$ cat config.mk
export PLATFORM = sky130hd
export DESIGN_NAME = data_addr_xlate
export DESIGN_NICKNAME = d
export VERILOG_FILES = /design/src/rtl/dxl_pkg.sv /design/src/rtl/dxl_region_dec.sv /design/src/rtl/dxl_perm_chk.sv /design/src/rtl/dxl_fault_regs.sv /design/src/rtl/data_addr_xlate.sv
export SDC_FILE = /design/constraint.sdc
export NUM_CORES = 1
export LEC_CHECK = 0
export BUFFER_PORTS_ARGS = -buffer_cell sky130_fd_sc_hd__buf_2
export CAP_MARGIN = 15
export CORE_MARGIN = 8
export CORE_UTILIZATION = 44
export DETAILED_ROUTE_END_ITERATION = 16
export GPL_ROUTABILITY_DRIVEN = 0
export PLACE_DENSITY_LB_ADDON = 0.1
export REMOVE_ABC_BUFFERS = 1
export SYNTH_ARGS = -nofsm -noshare
export SYNTH_HDL_FRONTEND = slang
export SYNTH_HIERARCHICAL = 1
export SYNTH_SLANG_ARGS = --single-unit
$ cat constraint.sdc
create_clock -name clk -period 2.36 [get_ports clk]
set_input_delay 0.354 -clock clk [delete_from_list [all_inputs] [get_ports clk]]
set_output_delay 0.354 -clock clk [all_outputs]
set_load 0.05 [all_outputs]
$ cat src/rtl/dxl_pkg.sv
package dxl_pkg;

    typedef enum logic [2:0] {
        XC_NONE     = 3'd0,
        XC_RD_ADDR  = 3'd1,
        XC_WR_ADDR  = 3'd2,
        XC_RD_MISS  = 3'd3,
        XC_WR_MISS  = 3'd4,
        XC_RD_PROT  = 3'd5,
        XC_WR_PROT  = 3'd6,
        XC_INIT_WR  = 3'd7
    } xc_e;

    typedef enum logic [1:0] {
        RT_XLATE    = 2'd0,
        RT_PASS_RAW = 2'd1,
        RT_PASS_EXT = 2'd2,
        RT_ERROR    = 2'd3
    } route_e;

    typedef struct packed {
        logic is_write;
        logic is_priv;
    } acc_t;

    typedef struct packed {
        logic hit;
        logic multi;
        logic user;
        logic wr;
        logic dirty;
    } tlb_flags_t;

    // extra page-number bits masked off beyond the smallest page, per size code
    function automatic int unsigned page_shift(input logic [1:0] sz);
        case (sz)
            2'd0:    return 0;
            2'd1:    return 2;
            2'd2:    return 6;
            default: return 10;
        endcase
    endfunction

endpackage

$ cat src/rtl/dxl_region_dec.sv
module dxl_region_dec
    import dxl_pkg::*;
#(
    parameter int ADDR_W = 32
) (
    input  logic [ADDR_W-1:0] vaddr,
    input  acc_t              acc,
    input  logic              xlate_en,
    input  logic              single_virt,
    input  logic              sq_user_block,
    output route_e            route,
    output logic              ignore_asid
);
    localparam logic [2:0] TOP_P3 = 3'b110;
    localparam logic [2:0] TOP_P4 = 3'b111;
    localparam logic [5:0] SQ_TOP = 6'b111000;

    logic [2:0] top3;
    logic [5:0] top6;

    assign top3 = vaddr[ADDR_W-1 -: 3];
    assign top6 = vaddr[ADDR_W-1 -: 6];

    always_comb begin
        if (!vaddr[ADDR_W-1]) begin
            route = xlate_en ? RT_XLATE : RT_PASS_EXT;
        end else if (acc.is_priv) begin
            if (top3 == TOP_P4)
                route = RT_PASS_RAW;
            else if (top3 == TOP_P3)
                route = xlate_en ? RT_XLATE : RT_PASS_EXT;
            else
                route = RT_PASS_EXT;
        end else if (top6 == SQ_TOP && !sq_user_block) begin
            route = RT_PASS_RAW;
        end else begin
            route = RT_ERROR;
        end
    end

    assign ignore_asid = single_virt & acc.is_priv;

endmodule

$ cat src/rtl/dxl_perm_chk.sv
module dxl_perm_chk
    import dxl_pkg::*;
(
    input  tlb_flags_t fl,
    input  acc_t       acc,
    output xc_e        exc,
    output logic       multihit,
    output logic       tlb_fault
);
    logic allowed;

    always_comb begin
        if (acc.is_write)
            allowed = acc.is_priv ? fl.wr : (fl.user & fl.wr);
        else
            allowed = acc.is_priv | fl.user;
    end

    // ranked: miss, multi-hit, protection, dirty
    always_comb begin
        exc       = XC_NONE;
        multihit  = 1'b0;
        tlb_fault = 1'b1;
        if (!fl.hit)
            exc = acc.is_write ? XC_WR_MISS : XC_RD_MISS;
        else if (fl.multi)
            multihit = 1'b1;
        else if (!allowed)
            exc = acc.is_write ? XC_WR_PROT : XC_RD_PROT;
        else if (acc.is_write && !fl.dirty)
            exc = XC_INIT_WR;
        else
            tlb_fault = 1'b0;
    end

endmodule

$ cat src/rtl/dxl_fault_regs.sv
module dxl_fault_regs #(
    parameter int ADDR_W   = 32,
    parameter int PAGE_LSB = 10
) (
    input  logic                       clk,
    input  logic                       rst,
    input  logic                       load,
    input  logic [ADDR_W-1:0]          vaddr,
    output logic [ADDR_W-1:0]          flt_vaddr,
    output logic [ADDR_W-PAGE_LSB-1:0] flt_vpn
);
    always_ff @(posedge clk) begin
        if (rst) begin
            flt_vaddr <= '0;
            flt_vpn   <= '0;
        end else if (load) begin
            flt_vaddr <= vaddr;
            flt_vpn   <= vaddr[ADDR_W-1:PAGE_LSB];
        end
    end
endmodule

$ cat src/rtl/data_addr_xlate.sv
module data_addr_xlate
    import dxl_pkg::*;
#(
    parameter int ADDR_W   = 32,
    parameter int EXT_W    = 29,
    parameter int PAGE_LSB = 10
) (
    input  logic                       clk,
    input  logic                       rst,
    input  logic                       req_valid,
    output logic                       req_ready,
    input  logic [ADDR_W-1:0]          req_vaddr,
    input  logic                       req_write,
    input  logic                       req_priv,
    input  logic                       cfg_xlate_en,
    input  logic                       cfg_single_virt,
    input  logic                       cfg_sq_user_block,
    output logic                       lk_req,
    output logic [ADDR_W-1:0]          lk_vaddr,
    output logic                       lk_ignore_asid,
    input  logic                       tlb_rsp_valid,
    input  logic                       tlb_hit,
    input  logic                       tlb_multi,
    input  logic [ADDR_W-1:0]          tlb_ppn,
    input  logic [1:0]                 tlb_size,
    input  logic                       tlb_user,
    input  logic                       tlb_wr,
    input  logic                       tlb_dirty,
    output logic                       res_valid,
    output logic [ADDR_W-1:0]          res_paddr,
    output logic [2:0]                 res_exc,
    output logic                       res_multihit,
    output logic [ADDR_W-1:0]          flt_vaddr,
    output logic [ADDR_W-PAGE_LSB-1:0] flt_vpn
);
    localparam logic [ADDR_W-1:0] ALL_ONES = {ADDR_W{1'b1}};
    localparam logic [ADDR_W-1:0] EXT_MASK = ALL_ONES >> (ADDR_W - EXT_W);

    acc_t              in_acc, hold_acc;
    logic [ADDR_W-1:0] hold_va;
    logic              busy_q;
    route_e            route;
    logic              ign_asid;
    logic              take, finish;

    logic [ADDR_W-1:0] byp_pa;
    xc_e               byp_exc;

    tlb_flags_t        tflags;
    xc_e               chk_exc;
    logic              chk_multi, chk_fault;
    logic [ADDR_W-1:0] pg_mask, xl_pa;

    assign in_acc = '{is_write: req_write, is_priv: req_priv};

    dxl_region_dec #(.ADDR_W(ADDR_W)) u_dec (
        .vaddr         (req_vaddr),
        .acc           (in_acc),
        .xlate_en      (cfg_xlate_en),
        .single_virt   (cfg_single_virt),
        .sq_user_block (cfg_sq_user_block),
        .route         (route),
        .ignore_asid   (ign_asid)
    );

    assign req_ready      = !busy_q;
    assign take           = req_valid && !busy_q;
    assign lk_req         = take && (route == RT_XLATE);
    assign lk_vaddr       = req_vaddr;
    assign lk_ignore_asid = ign_asid;
    assign finish         = busy_q && tlb_rsp_valid;

    always_comb begin
        byp_pa  = '0;
        byp_exc = XC_NONE;
        case (route)
            RT_PASS_RAW: byp_pa = req_vaddr;
            RT_PASS_EXT: byp_pa = req_vaddr & EXT_MASK;
            RT_ERROR:    byp_exc = req_write ? XC_WR_ADDR : XC_RD_ADDR;
            default:     byp_pa = '0;
        endcase
    end

    assign tflags = '{hit: tlb_hit, multi: tlb_multi, user: tlb_user,
                      wr: tlb_wr, dirty: tlb_dirty};

    dxl_perm_chk u_perm (
        .fl        (tflags),
        .acc       (hold_acc),
        .exc       (chk_exc),
        .multihit  (chk_multi),
        .tlb_fault (chk_fault)
    );

    assign pg_mask = ALL_ONES << (PAGE_LSB + page_shift(tlb_size));
    assign xl_pa   = (tlb_ppn & pg_mask) | (hold_va & ~pg_mask);

    always_ff @(posedge clk) begin
        if (rst) begin
            busy_q       <= 1'b0;
            hold_va      <= '0;
            hold_acc     <= '0;
            res_valid    <= 1'b0;
            res_paddr    <= '0;
            res_exc      <= XC_NONE;
            res_multihit <= 1'b0;
        end else begin
            res_valid <= 1'b0;
            if (take && route != RT_XLATE) begin
                res_valid    <= 1'b1;
                res_paddr    <= byp_pa;
                res_exc      <= byp_exc;
                res_multihit <= 1'b0;
            end
            if (lk_req) begin
                busy_q   <= 1'b1;
                hold_va  <= req_vaddr;
                hold_acc <= in_acc;
            end
            if (finish) begin
                busy_q       <= 1'b0;
                res_valid    <= 1'b1;
                res_paddr    <= chk_fault ? '0 : xl_pa;
                res_exc      <= chk_exc;
                res_multihit <= chk_multi;
            end
        end
    end

    dxl_fault_regs #(.ADDR_W(ADDR_W), .PAGE_LSB(PAGE_LSB)) u_flt (
        .clk       (clk),
        .rst       (rst),
        .load      (finish && chk_fault),
        .vaddr     (hold_va),
        .flt_vaddr (flt_vaddr),
        .flt_vpn   (flt_vpn)
    );

endmodule

==> impl_metrics.yaml, run 1 <==
status:
  run_status: "completed"
final_layout:
  nNetsFinal: 833
  layout_commonest_cell: "buf_2"
  n_fill_cell: 1077
  regArea_mm2: 0.00208
  final_cell_mix: "buf_2, dfxtp_1, nand2_1, nor2_1, a21oi_1"
  final_cells: 891
  multi_input_area_mm2: 0.00236
  drive_gt1_share_pct: 37.4
  syn_to_final_growth_pct: 25.0
  n_antenna_cell: 0
synth:
  synthCells: 587
  seq_area_frac_synth_pct: 40.8
  synth_area_mm2: 0.00510
  ys.flop_type: "dfxtp_1"
  yosysUniqueCellTypes: 52
  syn_avg_cell_area_um2: 8.69
  ys_ff_latch: 104
  synth_warnings: 6
  synth_edf_count: 0
  ys_async_sr_fraction_pct: 0
timing:
  fmax_mhz: 425
  final.setup.tns_ns: 0
  fin_crit_sh_pct: 99.7
  setup_ws_ns: 0.00793
  report.final.slew_viol_count: 0
  finalClockSkew_ns: 0.00419
  finalHoldViolations: 0
  slew_headroom_pct: 61.0
  grt_setup_unrepaired: "true"
  min_period_ns: 2.35
  setup_viol: 0
  worst_pin_slew_ns: 0.585
  finalHoldWorstSlack_ns: 0.263
power:
  power.density_mw_per_mm2: 690
  irDropWorstVdd_uv: 490
  power_leakage_uw: 0.00281
  power_uw: 4400
route:
  first_pass_iters: 5
  routed_wl_mm: 15.3
  postRouteAntennaNets: 0
  wl_per_cell_um: 17.2
  viasPerCell: 5.25
  drt_iter0_markers: 319
  drc: 0
  dr_total_vias: 4681
worst_setup_path:
  cp_cell_sequence: "buf_6 -> or3_1 -> or4_1 -> a31o_1 -> buf_4 -> ha_1 -> o211a_4 -> buf_12 -> a221oi_1 -> nor3_1"
  critical_path_depth: 10
  critPathRequiredTime_ns: 2.57
  critPathTopFamily: "simple AND/OR/NAND/NOR gates"
  max_stage_delay_ns: 0.40
  path_class: "primary input to register"
  rr_worst_depth: 6
  cp.buffers_inverters: 3
  path_max_fanout: 7
  worstPathArrival_ns: 2.56
  cp-start-kind: "primary input"
  cp_slowest_cell: "or4_1"
  end_kind: "register"
floorplanning:
  core_area_mm2: 0.0114
  initial_utilization_pct: 44.9
  die_y_um: 124
  fp.dieW_um: 124
  ioPinCount: 206
  dieArea_mm2: 0.0153
  rows: 39
grt:
  grt_pass1_wl_mm: 23.5
  first_global_vias: 4578
  grt_max_degree: 54
  grt.overflow.total: 0
  grt_antenna_before_repair: 0
  track_usage_pct: 19.3
clock_network:
  cts_buffers: 9
  clock_path_buffers: 2
  clkSinkCount: 104
  cts-root-buf: "clkbuf_16"
  path_clk_slew_ns: 0.07
  clk_latency_ns: 0.34
  cts.htree.levels: 3
  cts_tree: "yes"
place:
  placedCellCount: 872
  place_hpwl_mm: 10.9
  port_buffers: 205
  post-place-ws_ns: -0.324
run:
  maxCapViolations: 0
min_path:
  hold_path_class: "primary input to register"
  worstHoldPathCells: 3
[layer usage]
| metal | vias up | track usage, % | wire, um |
|---|---|---|---|
| li1 | 2303 | - | - |
| met1 | 2222 | 23.3 | 6470 |
| met2 | 145 | 33.3 | 7550 |
| met3 | 11 | 5.03 | 1130 |
| met4 | 0 | 4.74 | 135 |
| met5 | - | 0 | 0 |
[Yosys cell counts (all sizes together) (2+ instances only)]
cell | number | share of area [%]
a211oi | 7 | 1.0
a21boi | 3 | 0.44
a21o | 2 | 0.29
a21oi | 57 | 5.6
a221oi | 9 | 1.5
a311oi | 18 | 3.1
a32oi | 2 | 0.34
and2 | 2 | 0.27
and3 | 4 | 0.49
buf | 78 | 12
clkbuf | 14 | 1.0
dfxtp | 104 | 41
ha | 10 | 2.5
inv | 6 | 0.49
mux2 | 8 | 1.8
mux2i | 32 | 6.3
nand2 | 76 | 5.6
nand2b | 7 | 1.0
nand3 | 29 | 2.9
nand3b | 4 | 0.59
nor2 | 72 | 5.3
nor3 | 12 | 1.2
nor3b | 4 | 0.81
o211ai | 2 | 0.29
o21a | 2 | 0.29
o21ai | 6 | 0.81
o221ai | 4 | 0.69
[sequential cells by signal (all words and copies together) (netlist names)]
signal           count
busy_q               1
hold_acc             2
hold_va             32
res_exc              3
res_multihit         1
res_paddr           32
res_valid            1
u_flt/flt_vaddr     32
[path summary, 6_finish.rpt]
path	startpoint	end	slack (ns)
hold reg to reg	hold_va[30]	hold_va[30]	0.46
hold / removal	req_write	hold_acc[1]	0.26
setup / recovery	req_vaddr[27]	res_paddr[13]	0.008
setup reg to reg	hold_acc[0]	res_paddr[23]	0.64
[cell families (layout without fill, tap and decap cells)]
family,count (synthesis),after routing,synth area share [%]
AND/OR/NAND/NOR,214,214,18.9
AO/OA/AOI/OAI,120,120,15.8
flip-flops,104,104,40.8
buffers and inverters,99,260,14.0
multiplexers,40,40,8.05
adder cells (fa/ha/maj),10,10,2.45
[worst min-delay path, cell delays in order]
cell and delay [ns]:
buf_2 0.11, nand2_1 0.05, a21oi_1 0.05
[cell type report]
class	instances	share of cell area (%)
flip-flops and latches	104	32.7
multi-input cells	384	37.1
repair buffers	237	22.3
clock inverters	4	0.412
well taps	143	2.81
clock buffers	12	4.18
inverters	7	0.530
[metrics by stage]
step | instance area, um2 | util, %
floorplan | 4420 | -
global placement | 5970 | 52.5
detailed placement | 5970 | 52.5
CTS | 6310 | 55.5
global route | 6380 | 56.1
finish | 6380 | 56.1
[power by group]
group / leakage [uW] / switching, uW / internal [uW] / total [uW]
Combinational: 0.00182 / 699 / 342 / 1040
Sequential: 0.000847 / 52.9 / 1840 / 1890
Clock: 0.000145 / 665 / 803 / 1470
[timing repair]
item                                    4_1_cts  5_1_grt
pin swaps                                     2        3
gates resized for setup                       7        8
endpoints found under the setup margin        1       24
hold buffers                                  0        0
hold endpoints to repair                      0        0
cloned                                        0        1
setup buffers                                 2        0
(Power assumes the default switching activity.)
==> inputs of run 2 (changes only) <==
- CORE_ASPECT_RATIO: default -> 1.75
- CORE_UTILIZATION: 44 -> 49
- clock period: 2.36 -> 2.69 ns (I/O delays scaled with it)
==> run 2 against run 1 <==
Die area down 8.1%; first-iteration DRC count down 36%; count of clock-buffer cells in the layout down 1; clock skew about the same; routed wire length down 0.22%; final cell count down 2.5%; setup slack better by 0.095 ns; global-route usage up 1.7 points; sequential cell count unchanged; worst hold slack better by 0.056 ns; critical path type is now primary input to output pin; critical endpoint is now lk_req.
==> impl_metrics.yaml, run 2 (same netlist as run 1, synthesis figures left out) <==
final_layout:
  layout_commonest_cell: "buf_2"
  drive_gt1_share_pct: 35.8
  final_cell_mix: "buf_2, dfxtp_1, nand2_1, nor2_1, a21oi_1"
  postLayoutCoreUtil_pct: 59.9
  final_cells: 869
  syn_to_final_growth_pct: 20.1
  nNetsFinal: 827
  reg_top3: "hold_va x32, res_paddr x32, u_flt/flt_vaddr x32"
  n_antenna_cell: 0
power:
  power_leakage_uw: 0.00271
  intPower_uw: 2590
  power.net_switching_uw: 1210
  clkPwrFrac_pct: 33.9
  irDropWorstVdd_uv: 341
  p_seq_share_pct: 43.7
  p_comb_share_pct: 22.4
  power.density_mw_per_mm2: 620
  switching_share_pct: 31.9
clock_network:
  cts.htree.levels: 3
  cts-root-buf: "clkbuf_16"
  hold_buffers: 0
  cts_buffers: 9
  clk_latency_ns: 0.34
  clock_path_buffers: 2
  path_clk_slew_ns: 0.07
  cts_tree: "yes"
  clkSinkCount: 104
route:
  wl_per_cell_um: 17.6
  postRouteAntennaNets: 0
  drc: 0
  viasPerCell: 5.37
  drt_iter0_markers: 204
  dr_total_vias: 4666
  first_pass_iters: 4
  routed_wl_mm: 15.3
place:
  place_hpwl_mm: 11.4
  placedCellCount: 851
  port_buffers: 205
floorplanning:
  core_area_mm2: 0.0102
  ioPinCount: 206
  initial_utilization_pct: 49.8
  rows: 49
  die_y_um: 151
  dieArea_mm2: 0.0141
  fp.dieW_um: 93.1
worst_setup_path:
  critPathRequiredTime_ns: 2.29
  cp-start-kind: "primary input"
  worstPathArrival_ns: 2.18
  end_kind: "output pin"
  crit-reg2reg-launch: "busy_q"
  startpoint: "req_vaddr[27]"
  path_max_fanout: 3
  rr_worst_depth: 4
  path_class: "primary input to output pin"
  rrSetupSlack_ns: 0.74
  endpoint: "lk_req"
  r2r-end: "res_paddr[24]"
min_path:
  hold_path_class: "primary input to register"
  hold_start: "req_vaddr[7]"
grt:
  first_global_vias: 4814
  grt_max_degree: 63
  grt_antenna_before_repair: 0
  grt_pass1_wl_mm: 23.7
  grt.overflow.total: 0
  track_usage_pct: 21.0
timing:
  worst_pin_slew_ns: 1.10
  grt_setup_unrepaired: "false"
  fin_crit_sh_pct: 96.2
  slew_headroom_pct: 26.2
  fmax_mhz: 387
  report.final.slew_viol_count: 0
  finalHoldViolations: 0
  setup_viol: 0
  min_period_ns: 2.59
  finalClockSkew_ns: 0.00453
status:
  run_status: "completed"
run:
  maxCapViolations: 0
## run 2: cell count changes in the layout (fill, tap and decap cells not counted), sizes merged
cell / change
bufinv: +1
clkinvlp: +3
buf: -5
clkinv: -2
inv: -1
clkbuf: -2
## run 2: critical path: stages
cell	delay, ns
buf_2	0.11
or3_1	0.36
or4_1	0.41
a31o_1	0.26
inv_2	0.08
ha_4	0.15
nand3_2	0.11
clkinvlp_4	0.14
buf_8	0.16
## run 2: layout make-up
cell class	count	area (um2)
sequential	104	2080
timing repair buffer	231	1250
tap	127	159
inverter	7	32.5
clock inverter	5	57.6
multi-input combinational	384	2320
fill	975	4110
clock buffer	11	233
## run 2: repair_timing
item | CTS | global route
gates resized for setup | 3 | 4
gates cloned | 0 | 0
pin swaps | 0 | 1
setup endpoints to repair | 1 | 1
hold endpoints to repair | 0 | 0
setup buffers | 0 | 2
## run 2: metal layers
layer  global-route usage [%]  part of all wire (%)  vias up
met5                        0                     0        -
met4                     6.16                   1.3        0
li1                         -                     -     2290
met1                     22.3                    39     2219
met3                     5.26                   6.4       13
met2                     39.4                    53      144
## run 2: per-stage QoR
step / worst slack [ns] / cell area [um2] / power (uW) / setup TNS, ns / hold WS (ns)
finish: 0.103 / 6130 / 3800 / 0 / 0.319
global route: 0.0203 / 6130 / 3940 / 0 / 0.317
CTS: 0.0214 / 6100 / 3820 / 0 / 0.317
detailed placement: -0.111 / 5800 / 2540 / -1.13 / 0.453
global placement: -0.0898 / 5800 / 2530 / -0.382 / 0.449
floorplan: -0.525 / 4420 / 2130 / -17.13 / 0.430
## run 2: worst min-delay path by stage
stage / end / slack, ns / cells after the start
finish: hold_va[7] / 0.32 / 3
floorplan: hold_va[28] / 0.43 / 2
CTS: hold_va[7] / 0.32 / 3
global placement: hold_va[31] / 0.45 / 2
global route: res_paddr[22] / 0.32 / 3
detailed placement: hold_va[31] / 0.45 / 2
## run 2: power by group through the flow
stage / Sequential [uW] / Combinational [uW] / Clock, uW
detailed placement: 1700 / 843 / 0
finish: 1660 / 850 / 1290
global placement: 1690 / 833 / 0
floorplan: 1870 / 259 / 0
global route: 1670 / 911 / 1360
CTS: 1660 / 848 / 1310
